`config.mk`:
```
export PLATFORM = sky130hd
export DESIGN_NAME = serreg_if
export DESIGN_NICKNAME = d
export VERILOG_FILES = /design/src/rtl/serreg_pkg.sv /design/src/rtl/serreg_sync.sv /design/src/rtl/serreg_frame.sv /design/src/rtl/serreg_regs.sv /design/src/rtl/serreg_if.sv
export SDC_FILE = /design/constraint.sdc
export NUM_CORES = 1
export LEC_CHECK = 0
export ABC_AREA = 1
export BUFFER_PORTS_ARGS = -buffer_cell sky130_fd_sc_hd__buf_4
export CORE_MARGIN = 8
export CORE_UTILIZATION = 41
export DETAILED_ROUTE_END_ITERATION = 10
export PLACE_DENSITY_LB_ADDON = 0.05
export SETUP_SLACK_MARGIN = 0.02
export SLEW_MARGIN = 15
export SYNTH_ARGS = -nofsm -noshare
export SYNTH_HDL_FRONTEND = slang
export SYNTH_HIERARCHICAL = 1
export SYNTH_SLANG_ARGS = --single-unit
```
`constraint.sdc`:
```
create_clock -name clk -period 1.8 [get_ports clk]
set_input_delay 0.45 -clock clk [delete_from_list [all_inputs] [get_ports clk]]
set_output_delay 0.45 -clock clk [all_outputs]
set_load 0.01 [all_outputs]
```
`src/rtl/serreg_pkg.sv`:
```
package serreg_pkg;
  localparam int ADDR_W    = 7;
  localparam int DATA_W    = 8;
  localparam int FRAME_LEN = 1 + ADDR_W + DATA_W;
  localparam int CNT_W     = $clog2(FRAME_LEN + 1);
  localparam int SH_W      = FRAME_LEN - 2;
  localparam int DB_W      = $clog2(DATA_W);

  typedef logic [ADDR_W-1:0] addr_t;
  typedef logic [DATA_W-1:0] byte_t;

  localparam int NUM_RW = 7;
  localparam addr_t RW_ADDR [NUM_RW] = '{7'd1, 7'd2, 7'd3, 7'd4, 7'd5, 7'd6, 7'd9};
  localparam byte_t RW_RST  [NUM_RW] = '{8'h00, 8'h10, 8'h90, 8'h4F, 8'h00, 8'h22, 8'h00};

  localparam int NUM_RO = 5;
  localparam addr_t RO_ADDR [NUM_RO] = '{7'd7, 7'd8, 7'd13, 7'd14, 7'd16};

  localparam int SRST_IDX = 0;
  localparam int SRST_BIT = 7;
endpackage

```
`src/rtl/serreg_sync.sv`:
```
module serreg_sync #(
  parameter int STAGES = 2
) (
  input  logic clk,
  input  logic rst_n,
  input  logic sclk_i,
  input  logic sen_ni,
  input  logic sdi_i,
  output logic sclk_rise,
  output logic sclk_fall,
  output logic frame_act,
  output logic sdi_s
);
  logic [STAGES-1:0] sclk_q, sclk_d;
  logic [STAGES-1:0] sen_q, sen_d;
  logic [STAGES-1:0] sdi_q, sdi_d;
  logic              sclk_prev_q, sclk_prev_d;

  always_comb begin
    sclk_d      = {sclk_q[STAGES-2:0], sclk_i};
    sen_d       = {sen_q[STAGES-2:0], sen_ni};
    sdi_d       = {sdi_q[STAGES-2:0], sdi_i};
    sclk_prev_d = sclk_q[STAGES-1];
  end

  always_ff @(posedge clk or negedge rst_n) begin
    if (!rst_n) begin
      sclk_q      <= '0;
      sen_q       <= '1;
      sdi_q       <= '0;
      sclk_prev_q <= 1'b0;
    end else begin
      sclk_q      <= sclk_d;
      sen_q       <= sen_d;
      sdi_q       <= sdi_d;
      sclk_prev_q <= sclk_prev_d;
    end
  end

  assign sclk_rise = sclk_q[STAGES-1] & ~sclk_prev_q;
  assign sclk_fall = ~sclk_q[STAGES-1] & sclk_prev_q;
  assign frame_act = ~sen_q[STAGES-1];
  assign sdi_s     = sdi_q[STAGES-1];
endmodule

```
`src/rtl/serreg_frame.sv`:
```
module serreg_frame
  import serreg_pkg::*;
(
  input  logic  clk,
  input  logic  rst_n,
  input  logic  sclk_rise,
  input  logic  sclk_fall,
  input  logic  frame_act,
  input  logic  sdi_s,
  input  byte_t rd_data,
  output addr_t rd_addr,
  output logic  wr_stb,
  output addr_t wr_addr,
  output byte_t wr_data,
  output logic  sdo,
  output logic  sdo_oe
);
  localparam logic [CNT_W-1:0] C_FULL  = CNT_W'(FRAME_LEN);
  localparam logic [CNT_W-1:0] C_LAST  = CNT_W'(FRAME_LEN - 1);
  localparam logic [CNT_W-1:0] C_DATA0 = CNT_W'(1 + ADDR_W);

  logic [CNT_W-1:0] cnt_q, cnt_d;
  logic [SH_W-1:0]  sh_q, sh_d;
  logic             rd_q, rd_d;
  byte_t            shadow_q, shadow_d;
  logic             sdo_q, sdo_d;
  logic             oe_q, oe_d;
  logic             stb_q, stb_d;
  addr_t            waddr_q, waddr_d;
  byte_t            wdata_q, wdata_d;
  logic [CNT_W-1:0] bit_idx;

  assign bit_idx = C_LAST - cnt_q;

  always_comb begin
    cnt_d    = cnt_q;
    sh_d     = sh_q;
    rd_d     = rd_q;
    shadow_d = shadow_q;
    sdo_d    = sdo_q;
    oe_d     = oe_q;
    stb_d    = 1'b0;
    waddr_d  = waddr_q;
    wdata_d  = wdata_q;
    if (!frame_act) begin
      cnt_d = '0;
      rd_d  = 1'b0;
      sdo_d = 1'b0;
      oe_d  = 1'b0;
    end else begin
      if (sclk_rise && cnt_q < C_FULL) begin
        sh_d  = {sh_q[SH_W-2:0], sdi_s};
        cnt_d = cnt_q + 1'b1;
        if (cnt_q == '0) rd_d = sdi_s;
        if (cnt_q == C_LAST && !rd_q) begin
          stb_d   = 1'b1;
          waddr_d = sh_q[DATA_W+ADDR_W-2 -: ADDR_W];
          wdata_d = {sh_q[DATA_W-2:0], sdi_s};
        end
      end
      if (sclk_fall && rd_q && cnt_q >= C_DATA0 && cnt_q < C_FULL) begin
        if (cnt_q == C_DATA0) begin
          shadow_d = rd_data;
          sdo_d    = rd_data[DATA_W-1];
          oe_d     = 1'b1;
        end else begin
          sdo_d = shadow_q[bit_idx[DB_W-1:0]];
        end
      end
    end
  end

  always_ff @(posedge clk or negedge rst_n) begin
    if (!rst_n) begin
      cnt_q    <= '0;
      sh_q     <= '0;
      rd_q     <= 1'b0;
      shadow_q <= '0;
      sdo_q    <= 1'b0;
      oe_q     <= 1'b0;
      stb_q    <= 1'b0;
      waddr_q  <= '0;
      wdata_q  <= '0;
    end else begin
      cnt_q    <= cnt_d;
      sh_q     <= sh_d;
      rd_q     <= rd_d;
      shadow_q <= shadow_d;
      sdo_q    <= sdo_d;
      oe_q     <= oe_d;
      stb_q    <= stb_d;
      waddr_q  <= waddr_d;
      wdata_q  <= wdata_d;
    end
  end

  assign rd_addr = sh_q[ADDR_W-1:0];
  assign wr_stb  = stb_q;
  assign wr_addr = waddr_q;
  assign wr_data = wdata_q;
  assign sdo     = sdo_q;
  assign sdo_oe  = oe_q;

  a_r9_count_bounded: assert property (@(posedge clk) disable iff (!rst_n)
    cnt_q <= C_FULL);
  a_r7_commit_after_full: assert property (@(posedge clk) disable iff (!rst_n)
    wr_stb |-> (cnt_q == C_FULL));
  a_r1_single_commit: assert property (@(posedge clk) disable iff (!rst_n)
    wr_stb |=> !wr_stb);
  a_r3_release_on_idle: assert property (@(posedge clk) disable iff (!rst_n)
    !frame_act |=> !sdo_oe);
endmodule

```
`src/rtl/serreg_regs.sv`:
```
module serreg_regs
  import serreg_pkg::*;
(
  input  logic                     clk,
  input  logic                     rst_n,
  input  logic                     wr_stb,
  input  addr_t                    wr_addr,
  input  byte_t                    wr_data,
  input  addr_t                    rd_addr,
  input  logic [NUM_RO*DATA_W-1:0] sts_flat,
  output byte_t                    rd_data,
  output logic [NUM_RW*DATA_W-1:0] cfg_flat
);
  for (genvar i = 0; i < NUM_RW; i++) begin : g_rw
    byte_t q_r, d_r;
    logic  hit;
    assign hit = wr_stb && (wr_addr == RW_ADDR[i]);
    always_comb d_r = hit ? wr_data : q_r;
    always_ff @(posedge clk or negedge rst_n) begin
      if (!rst_n) q_r <= RW_RST[i];
      else        q_r <= d_r;
    end
    assign cfg_flat[i*DATA_W +: DATA_W] = q_r;

    a_r2_write_lands: assert property (@(posedge clk) disable iff (!rst_n)
      (wr_stb && wr_addr == RW_ADDR[i]) |=> (cfg_flat[i*DATA_W +: DATA_W] == $past(wr_data)));
  end

  always_comb begin
    rd_data = '0;
    for (int i = 0; i < NUM_RW; i++)
      if (rd_addr == RW_ADDR[i]) rd_data = cfg_flat[i*DATA_W +: DATA_W];
    for (int j = 0; j < NUM_RO; j++)
      if (rd_addr == RO_ADDR[j]) rd_data = sts_flat[j*DATA_W +: DATA_W];
  end

  a_r8_hold_without_write: assert property (@(posedge clk) disable iff (!rst_n)
    !wr_stb |=> $stable(cfg_flat));
endmodule

```
`src/rtl/serreg_if.sv`:
```
module serreg_if
  import serreg_pkg::*;
#(
  parameter int SYNC_STAGES = 2
) (
  input  logic       clk,
  input  logic       rst_n,
  input  logic       ser_clk,
  input  logic       ser_en_n,
  input  logic       ser_din,
  output logic       ser_dout,
  output logic       ser_doe,
  input  logic [7:0] sts_reg7,
  input  logic [7:0] sts_reg8,
  input  logic [7:0] sts_reg13,
  input  logic [7:0] sts_reg14,
  input  logic [7:0] sts_reg16,
  output logic [7:0] cfg_reg1,
  output logic [7:0] cfg_reg2,
  output logic [7:0] cfg_reg3,
  output logic [7:0] cfg_reg4,
  output logic [7:0] cfg_reg5,
  output logic [7:0] cfg_reg6,
  output logic [7:0] cfg_reg9,
  output logic       soft_rst
);
  logic rise, fall, act, sdi;
  logic wr_stb;
  addr_t wr_addr, rd_addr;
  byte_t wr_data, rd_data;
  logic [NUM_RO*DATA_W-1:0] sts_flat;
  logic [NUM_RW*DATA_W-1:0] cfg_flat;

  serreg_sync #(.STAGES(SYNC_STAGES)) u_sync (
    .clk(clk), .rst_n(rst_n), .sclk_i(ser_clk), .sen_ni(ser_en_n), .sdi_i(ser_din),
    .sclk_rise(rise), .sclk_fall(fall), .frame_act(act), .sdi_s(sdi)
  );

  serreg_frame u_frame (
    .clk(clk), .rst_n(rst_n), .sclk_rise(rise), .sclk_fall(fall), .frame_act(act),
    .sdi_s(sdi), .rd_data(rd_data), .rd_addr(rd_addr), .wr_stb(wr_stb),
    .wr_addr(wr_addr), .wr_data(wr_data), .sdo(ser_dout), .sdo_oe(ser_doe)
  );

  assign sts_flat = {sts_reg16, sts_reg14, sts_reg13, sts_reg8, sts_reg7};

  serreg_regs u_regs (
    .clk(clk), .rst_n(rst_n), .wr_stb(wr_stb), .wr_addr(wr_addr), .wr_data(wr_data),
    .rd_addr(rd_addr), .sts_flat(sts_flat), .rd_data(rd_data), .cfg_flat(cfg_flat)
  );

  assign cfg_reg1 = cfg_flat[0*DATA_W +: DATA_W];
  assign cfg_reg2 = cfg_flat[1*DATA_W +: DATA_W];
  assign cfg_reg3 = cfg_flat[2*DATA_W +: DATA_W];
  assign cfg_reg4 = cfg_flat[3*DATA_W +: DATA_W];
  assign cfg_reg5 = cfg_flat[4*DATA_W +: DATA_W];
  assign cfg_reg6 = cfg_flat[5*DATA_W +: DATA_W];
  assign cfg_reg9 = cfg_flat[6*DATA_W +: DATA_W];
  assign soft_rst = cfg_flat[SRST_IDX*DATA_W + SRST_BIT];

  a_r6_srst_tracks_bit: assert property (@(posedge clk) disable iff (!rst_n)
    soft_rst == cfg_reg1[7]);
endmodule

```
==> flow_metrics.py <==
metrics = {
    "drt": {
        "drc_errors": 0,
        "vias": 4887,
        "ant_nets": 0,
        "drt-initial-drc-count": 273,
        "wl_um": 16000,
        "wl_per_cell_um": 16.4,
        "avgViaCountPerCell": 5.00,
        "firstDrtPassIters": 5,
    },
    "power_and_ir_drop": {
        "p_leak_nw": 3.40,
        "ir_drop_v": 0.000485,
        "power_density_nw_per_um2": 830,
    },
    "sta": {
        "setup_ws_ns": -0.0790,
        "fin_crit_sh_pct": 104,
        "hold_viol_final": 0,
        "worstMarginPinSlew_ns": 0.567,
        "fmax_mhz": 532,
        "setup-violations-final": 8,
        "skew_ns": 0.00648,
        "maxSlewHeadroom_pct": 62.2,
        "finalCriticalPeriod_ns": 1.88,
        "drv_slew": 0,
        "fin_setup_tns_ns": -0.319,
        "rsz0062_at_grt": "yes",
    },
    "synth": {
        "syn_nets": 706,
        "synth_area_per_cell_um2": 7.97,
        "synth_edf_count": 0,
        "synth.top_cell.area_share_pct": 46.3,
        "yosys.area.top_type": "dfrtp_1",
        "ys_top_cells_by_count": "nand2_1 (192), dfrtp_1 (97), o21ai_0 (81), inv_1 (76), nor2_1 (69)",
        "synth_cells": 658,
        "synth.distinct_cells": 34,
        "synth_seq_cells": 109,
        "yosys_warnings": 6,
        "synth.area.top_cells": "dfrtp_1 (46%), nand2_1 (14%), o21ai_0 (7.7%)",
        "async_flop_share_pct": 100,
        "ys.flop_type": "dfrtp_1",
        "synth.most_common_cell": "nand2_1",
        "synth_area_um2": 5240,
        "synth_seq_area_share_pct": 52.3,
    },
    "critical_path": {
        "worstSetupPathType": "reg2reg",
        "cp_data_arrival_time_ns": 2.11,
        "cp-start-kind": "flip-flop",
        "critPathMaxFanout": 6,
        "reg2reg_depth": 12,
        "cp-end-kind": "flip-flop",
        "cp_data_required_time_ns": 2.03,
    },
    "worst_hold_path": {
        "hp-class": "in2async",
    },
    "global_routing": {
        "gr-total-overflow": 0,
        "track_usage_pct": 19.0,
        "grt_max_degree": 66,
        "antenna_found_initial": 0,
        "grt_pass1_vias": 4665,
        "grt_pass1_wl_um": 24300,
    },
    "layout": {
        "diodes": 0,
        "drive_above_1_share_pct": 33.5,
        "fillers": 1181,
        "design_area_um2": 7150,
        "syn_to_final_growth_pct": 36.5,
        "regArea_um2": 2750,
        "stdcell_count": 978,
        "fin_nets": 849,
        "multiInputGateArea_um2": 2340,
    },
    "place": {
        "place_area_um2": 6430,
        "place_worst_setup_slack_ns": -0.0785,
        "port_buffers": 103,
        "dpl.hpwl_um": 11400,
        "globalplace.congestion": 0.909,
        "dp_cells": 944,
    },
    "outcome": {
        "violations": "negative setup slack",
        "status": "finished with violations",
    },
    "cts": {
        "clk_latency_ns": 0.35,
        "cts_hold_buf": 0,
        "h-tree-depth": 3,
        "cts_tree": "done",
        "clk_path_buf_depth": 2,
        "cts.clk_slew.worst_paths_ns": 0.07,
        "cts_sinks": 109,
        "numCtsBuffers": 9,
        "cts.root.buffer_cell": "clkbuf_16",
    },
    "floorplan": {
        "initial_core_util_pct": 41.7,
        "dieWidth_um": 129,
        "io_pins": 104,
        "rows": 41,
        "coreArea_um2": 12600,
        "die_h_um": 129,
        "dieArea_um2": 16700,
    },
    "job": {
        "cap_violations": 0,
    },
}
-- layout make-up --
class | instances | area share [%]
sequential | 109 | 38.4
multi-input combinational | 447 | 32.8
timing repair buffer | 153 | 17.7
inverter | 80 | 4.23
clock buffer | 10 | 3.20
tap | 172 | 3.01
clock inverter | 6 | 0.647
timing repair inverter | 1 | 0.105
-- critical path, cell delays in order, from the launching register on --
cell and delay, ns:
dfrtp_1 0.39, inv_2 0.10, buf_6 0.11, nand3_4 0.10
nor3_4 0.25, buf_12 0.15, inv_4 0.05, or2_4 0.22
nand2_2 0.06, nand2_2 0.07, buf_4 0.13, nor2_1 0.09
a21oi_1 0.05
-- path summary, 6_finish.rpt --
check                                  from                     to  slack (ns)
setup / recovery            u_frame/sh_q[5]    u_frame/shadow_q[7]       -0.08
hold / removal                        rst_n  u_regs/g_rw[2].q_r[0]        0.09
setup reg to reg            u_frame/sh_q[5]    u_frame/shadow_q[7]       -0.08
hold reg to reg            u_sync/sclk_q[0]       u_sync/sclk_q[1]        0.35
max in group asynchronous             rst_n       u_frame/cnt_q[4]        1.20
min in group clk                    ser_clk       u_sync/sclk_q[0]        0.20
-- report_power, final --
part | internal (mW) | switching, mW | leakage [nW] | total, mW
combinational | 0.678 | 0.798 | 1.83 | 1.48
sequential | 2.53 | 0.0600 | 1.44 | 2.59
clock | 0.950 | 0.922 | 0.129 | 1.87
-- cell families after synthesis --
kind of cell               count (synthesis)  synth area share [%]
AOI/OAI and AO/OA                        108                  10.5
buffers and inverters                    104                  8.71
adders and majority gates                  3                 0.716
DFF                                      109                  52.3
xor gates and xnor gates                   1                 0.167
and+or+nand+nor                          333                  27.6
-- cell usage in the layout (no fill, tap or decap), types with 4 or more instances in the layout --
cell type and instances:
nand3_2 9, nand2_1 168, buf_6 6, nand4_1 18
inv_1 68, nor2_4 9, inv_2 11, dfstp_2 12
nand2_4 6, dfrtp_1 95, nand3_1 18, nor2_1 55
nand2_2 19, o21ai_1 8, buf_4 140, clkbuf_16 10
nor2_2 10, o21ai_0 75, or2_4 4, a21oi_1 18
buf_12 6
-- sequential cells by signal, indices dropped and copies added, names as in the netlist, 2 cells and up --
signal / cells
u_sync/sen_q: 2
u_sync/sclk_q: 2
u_frame/shadow_q: 8
u_frame/sh_q: 14
u_frame/wr_addr: 7
u_regs/g_rw.q_r: 56
u_frame/wr_data: 8
u_sync/sdi_q: 2
u_frame/cnt_q: 5
-- what timing repair did --
action | CTS | global route
endpoints found under the setup margin | 8 | 42
cloned | 1 | 4
pin swaps | 4 | 35
gates resized for setup | 23 | 62
setup buffers | 3 | 11
-- metal layers --
layer  up-vias  GRT usage [%]  wire [um]
li1       2380              -          -
met5         -              0          0
met1      2324           24.3       6630
met4         0           7.33        329
met2       160           30.8       7800
met3        23           4.19       1230
-- per-stage QoR --
step	util [%]	hold slack (ns)	total power, mW
after global placement	51.2	0.333	3.64
after floorplan	-	0.154	3.22
final	56.9	0.0920	5.94
after global routing	56.9	0.123	6.24
after detailed placement	51.2	0.335	3.65
after CTS	54.4	0.104	5.78
Note: power is estimated with default switching activity, not from simulation.
